==> src/rtl/addr_matcher.sv <==
module addr_matcher #(
  parameter int AW = 7
) (
  input  logic        clk,
  input  logic        rst_n,
  input  logic        start_det,
  input  logic        stop_det,
  input  logic        bit_stb,
  input  logic        bit_val,
  input  logic [AW:0] own_addr_reg,
  input  logic        gc_en,
  input  logic        nm_int_en,
  input  logic        int_en,
  input  logic        stall_en,
  input  logic        stall_release,
  input  logic        nm_clr,
  output logic        addr_match,
  output logic        gc_hit,
  output logic        new_match,
  output logic        rw_dir,
  output logic        stall_req,
  output logic        scl_hold,
  output logic        irq
);
  localparam int CW = $clog2(AW + 2);

  logic [AW-1:0] sh;
  logic [CW-1:0] cnt;
  logic          cap;

  wire last     = cap && bit_stb && !start_det && (cnt == CW'(AW));
  wire own_hit  = own_addr_reg[AW] && (sh == own_addr_reg[AW-1:0]);
  wire gc_now   = gc_en && (sh == '0) && !bit_val;
  wire any_hit  = own_hit || gc_now;

  assign scl_hold = stall_req;
  assign irq      = new_match && nm_int_en && int_en;

  always_ff @(posedge clk or negedge rst_n) begin
    if (!rst_n) begin
      sh <= '0;
      cnt <= '0;
      cap <= 1'b0;
      addr_match <= 1'b0;
      gc_hit <= 1'b0;
      new_match <= 1'b0;
      rw_dir <= 1'b0;
      stall_req <= 1'b0;
    end else if (stop_det) begin
      cap <= 1'b0;
      cnt <= '0;
      addr_match <= 1'b0;
      gc_hit <= 1'b0;
      new_match <= 1'b0;
      stall_req <= 1'b0;
    end else begin
      if (start_det) begin
        cap <= 1'b1;
        cnt <= '0;
        addr_match <= 1'b0;
        gc_hit <= 1'b0;
      end else if (cap && bit_stb) begin
        cnt <= cnt + 1'b1;
        if (last) begin
          cap <= 1'b0;
          rw_dir <= bit_val;
          addr_match <= any_hit;
          gc_hit <= gc_now;
        end else begin
          sh <= {sh[AW-2:0], bit_val};
        end
      end

      if (last && any_hit) new_match <= 1'b1;
      else if (nm_clr) new_match <= 1'b0;

      if (last && any_hit && stall_en) stall_req <= 1'b1;
      else if (stall_release) stall_req <= 1'b0;
    end
  end

  a_r8_stop_clears: assert property (@(posedge clk) disable iff (!rst_n)
    stop_det |=> (!addr_match && !gc_hit && !new_match && !stall_req));

  a_r5_nm_from_match: assert property (@(posedge clk) disable iff (!rst_n)
    $rose(new_match) |-> addr_match);

  a_r6_stall_from_match: assert property (@(posedge clk) disable iff (!rst_n)
    $rose(stall_req) |-> (addr_match && $past(stall_en)));

  a_r4_gc_enabled: assert property (@(posedge clk) disable iff (!rst_n)
    $rose(gc_hit) |-> $past(gc_en));

  a_r3_own_needs_valid: assert property (@(posedge clk) disable iff (!rst_n)
    ($rose(addr_match) && !gc_hit) |-> $past(own_addr_reg[AW]));
endmodule

==> config.mk <==
export PLATFORM = sky130hd
export DESIGN_NAME = addr_matcher
export DESIGN_NICKNAME = d
export VERILOG_FILES = /design/src/rtl/addr_matcher.sv
export SDC_FILE = /design/constraint.sdc
export NUM_CORES = 1
export LEC_CHECK = 0
export ABC_AREA = 1
export ABC_CLOCK_PERIOD_IN_PS = 1800
export BUFFER_PORTS_ARGS = -buffer_cell sky130_fd_sc_hd__buf_4
export CAP_MARGIN = 40
export CORE_MARGIN = 5
export CORE_UTILIZATION = 50
export DETAILED_ROUTE_END_ITERATION = 10
export GPL_ROUTABILITY_DRIVEN = 0
export GPL_TIMING_DRIVEN = 0
export PLACE_DENSITY = 0.81
export SETUP_SLACK_MARGIN = 0.02
export SYNTH_ARGS = -nofsm -noshare
export SYNTH_HDL_FRONTEND = slang
export SYNTH_SLANG_ARGS = --single-unit
==> constraint.sdc <==
create_clock -name clk -period 1.8 [get_ports clk]
set_input_delay 0.09 -clock clk [delete_from_list [all_inputs] [get_ports clk]]
set_output_delay 0.09 -clock clk [all_outputs]
set_load 0.005 [all_outputs]
## Word level (Yosys, flattened, before mapping)

Index checks and enable logic that the tools add are counted.

| word-level totals | value |
|---|---|
| logic and storage cells | 56 |
| output and inout bits | 7 |
| flip-flop bits (word level) | 17 |
| input port bits | 20 |

| cells by class | value |
|---|---|
| reduce and logical (&&, ||, !) cells | 21 |
| equal/unequal tests | 2 |
| bitwise operators | 3 |
| $add $sub $neg | 1 |
| muxes and demuxes | 21 |

Operator list:

| operator | number |
|---|---|
| 1-bit 2-to-1 mux | 18 |
| 4-bit 2-to-1 mux | 3 |
| 3-bit nonzero test | 4 |
| 1-bit logical AND | 10 |
| 4-bit AND reduction | 2 |
| 7-bit equality test | 1 |
| 7-bit logical NOT | 1 |
| 4-bit by 1-bit adder with 4-bit output (second input constant) | 1 |
| 4-bit by 3-bit equality test with 1-bit output (second input constant) | 1 |
| 1-bit inverter | 3 |
| 1-bit logical NOT | 2 |
| 2-bit AND reduction | 1 |
| 1-bit logical OR | 1 |

## Depth between registers and ports, before layout

| logic depth | value |
|---|---|
| depth in word-level cells | 8 |
| depth in mapped cells | 10 |
| mapped depth without buffers | 10 |

## Worst setup path before layout

No wires, ideal clock.

| timing path | value |
|---|---|
| path kind | register to register |
| start point | register cnt[0] |
| end point | register sh[1] |
| arrival time | 1,232 ps |
| path buffers | 1 |
| library setup time | 119 ps |
| data required time | 1,681 ps |
| stages on the path, launching flop included | 9 |
| setup slack | 449 ps |
| clock period less this slack | 1,351 ps |
| cell sequence | dfrtp_1 ha_1 nand2_1 nor2_4 a21oi_4 nand2_4 buf_6 nand2_1 o21ai_2 |

| on the way | value |
|---|---|
| word-level cells in the longest chain between the ends | 4 |

Ends and longest elaborated chain:

| what | line | text |
|---|---|---|
| start, declared | 28 | `logic [CW-1:0] cnt;` |
| start signal, assigned | 63 | `cnt <= cnt + 1'b1;` |
| 4-bit by 3-bit equality test with 1-bit output | 31 | `wire last = cap && bit_stb && !start_det && (cnt == CW'(AW));` |
| 1-bit logical AND | 31 |  |
| 1-bit inverter (no line) | - |  |
| 4-bit AND reduction (no line) | - |  |
| end signal, assigned | 70 | `sh <= {sh[AW-2:0], bit_val};` |
| end, declared | 27 | `logic [AW-1:0] sh;` |

No other way between the ends.
A chain may end at the register's enable or synchronous reset.

## Final worst setup path

| timing path | value |
|---|---|
| start point | register cnt[0] |
| end point | register sh[6] |

The elaborated chain is that of the path after synthesis.

==> impl_metrics.toml <==
[outcome]
status = "complete, no violations"

[cts]
tritoncts = "built"
cts_max_path_buffers = 2
cts_setup_buffers = 0
htree_levels = 1
cts.hold.buffers_added = 2
cts_sinks = 17
clk_pin_slew_worst_paths_ps = 110
clockRootBuffer = "clkbuf_4"
cts_made_buffers = 3
clock_latency_ps = 290
cts_resized = 0

[logic_synthesis]
yosysTopAreaCell = "dfrtp_1"
ys_seq_area_share_pct = 44.16
synth_commonest_cells = "nand2_1, inv_1, dfrtp_1, nor2_1, o21ai_2"
syn_area_per_cell_um2 = 7.770
ys_warn_count = 0
synthTopCellsByArea = "dfrtp_1, nand2_1, inv_1, o21ai_2, nor2_1"
ys.flop_type = "dfrtp_1"
netlist_area_um2 = 963.4
synth_top_area_share_pct = 44.16
post_synth_inst_count = 124
yosysMostFrequentCell = "nand2_1"
ys_ff_latch = 17
synth_edf_count = 0
synth_cell_types = 21
async_flop_share_pct = 100.0
syn-num-nets = 145

[timing]
finalCritPeriodShare_pct = 82.21
finClkSkew_ps = 7.807
period_minus_slack_ps = 1480
setup_violations = 0
fin_tns_setup_ps = 0
max_slew_margin_pct = 85.14
slew_viol_final = 0
tightest_slew_ps = 222.8
max_freq_mhz = 675.8
finalHoldViolations = 0
rsz0062_at_grt = "false"

[route]
vias_per_cell = 4.669
num_vias = 845
drt_iter0_drc = 20
detail-route-antenna-nets = 0
routedWlPerCell_um = 10.86
drc_errors = 0
routed_wl_um = 1966
firstDrtPassIters = 4

[placed_design]
dp_hpwl_um = 1603
io_buffers = 26
place_inst = 175

[power]
switchingPower_mw = 0.2341
p_seq_share_pct = 52.9
peakVddDrop_v = 0.0005361
power-per-cell-area_mw_per_mm2 = 642.1
internal_power_mw = 0.5605
p_leak_nw = 0.6918
switching_share_pct = 29.46
combPwrFrac_pct = 20.8
p_clk_share_pct = 26.4

[floorplanning]
die_h_um = 53.90
die-width_um = 53.90
dieArea_mm2 = 0.002905
fp-row-count = 15
initial_core_util_pct = 54.04
io_pins = 27
core_area_mm2 = 0.001783

[finish]
final_cells = 181
syn_to_final_growth_pct = 28.44
drive_gt1_share_pct = 30.77
diodes = 0
final_nets = 178

[grt]
grt.total_usage_pct = 15.70
first_global_vias = 831
antenna_found_initial = 0
grt_overflow = 0
grt_pass1_wl_um = 3325
grt_max_degree = 18

[hold_path]
min_path_type = "input port to flop"

[setup_path]
critPathArrivalTime_ps = 1660
start_kind = "flop"
crit_type = "flop to flop"
crit_required_ps = 1980
end_kind = "flop"
crit_fanout = 10

[job]
maxCapViolations = 0
## cell usage in the layout, fill, tap and decap left out
cell type       n
nand3_1         5
nand2_2         3
and3_1          1
o21a_1          1
nand4_1         2
ha_1            1
xor2_1          1
nand2_1        41
o21ai_0         3
nor2_4          3
o21ai_2         7
inv_2           1
clkinv_2        1
nand2_4         1
nor2_1          9
buf_4          27
clkbuf_4        3
dlygate4sd3_1   2
inv_1          21
nor3_1          2
a21oi_1         2
dfrtp_1        17
a21oi_4         1
buf_6           1
## state kept, by name (all words and copies together) (netlist names)
signal	cells
new_match	1
gc_hit	1
addr_match	1
cnt	4
rw_dir	1
cap	1
scl_hold	1
sh	7
## critical path, cell delays in order, from the launching register on
cell,delay [ps]
dfrtp_1,430
ha_1,220
nand2_1,100
nor2_4,60
a21oi_4,190
nand2_4,100
buf_6,160
nand2_1,70
o21ai_2,50
## routing by layer
layer | global-route usage, % | wire, µm | vias up
met5 | 0 | 0 | -
met4 | 1.277 | 4 | 0
met3 | 3.601 | 109 | 2
met2 | 29.84 | 1004 | 19
met1 | 18.32 | 848 | 383
li1 | - | - | 441
## logic make-up after synthesis
logic type | Yosys count | synth area share (%)
AND/OR/NAND/NOR | 67 | 31.69
buffers and inverters | 24 | 10.52
flip-flops | 17 | 44.16
AO/OA/AOI/OAI | 14 | 11.43
XOR/XNOR | 1 | 0.9093
adder cells (fa/ha/maj) | 1 | 1.298
## worst paths after layout
| check | startpoint | to | slack [ps] | cells after the start |
|---|---|---|---|---|
| setup reg to reg | cnt[0]$_DFFE_PN0P_ | sh[6]$_DFFE_PN0P_ | 320 | 8 |
| hold reg to reg | sh[0]$_DFFE_PN0P_ | sh[0]$_DFFE_PN0P_ | 500 | 2 |
| hold / removal | stop_det | cap$_DFFE_PN0P_ | 40 | 2 |
| setup / recovery | cnt[0]$_DFFE_PN0P_ | sh[6]$_DFFE_PN0P_ | 320 | 8 |
| min in group asynchronous | rst_n | rw_dir$_DFFE_PN0P_ | 200 | 2 |
| max in group asynchronous | rst_n | sh[6]$_DFFE_PN0P_ | 1410 | 2 |
## power by group through the flow
stage / combinational, mW / clock, mW / sequential [mW]
after floorplan: 0.103 / 0 / 0.424
after global placement: 0.159 / 0 / 0.426
after detailed placement: 0.163 / 0 / 0.428
after CTS: 0.167 / 0.213 / 0.420
after global routing: 0.188 / 0.232 / 0.424
final: 0.165 / 0.210 / 0.420
## through the flow
| stage | hold slack (ps) | utilization (%) | setup WS, ps | total power [mW] | cell area (µm²) |
|---|---|---|---|---|---|
| after global placement | -32.39 | 66.74 | 364.4 | 0.5854 | 1190 |
| after global routing | 52.10 | 69.40 | 234.1 | 0.8443 | 1237 |
| after detailed placement | -32.66 | 66.74 | 341.7 | 0.5903 | 1190 |
| after floorplan | -205.6 | - | 449.0 | 0.5276 | 963.4 |
| final | 40.29 | 69.40 | 320.2 | 0.7946 | 1237 |
| after CTS | 49.17 | 69.40 | 318.5 | 0.7999 | 1237 |
## layout make-up
type                            instances  area [µm²]
Fill cell                             161       545.5
Multi-Input combinational cell         83       436.7
Sequential cell                        17       425.4
Timing Repair Buffer                   28       215.2
Inverter                               22       82.58
Tap cell                               25       31.28
Clock buffer                            3       22.52
Buffer                                  2       18.77
Clock inverter                          1       5.005
Note: power is estimated with default switching activity, not from simulation.
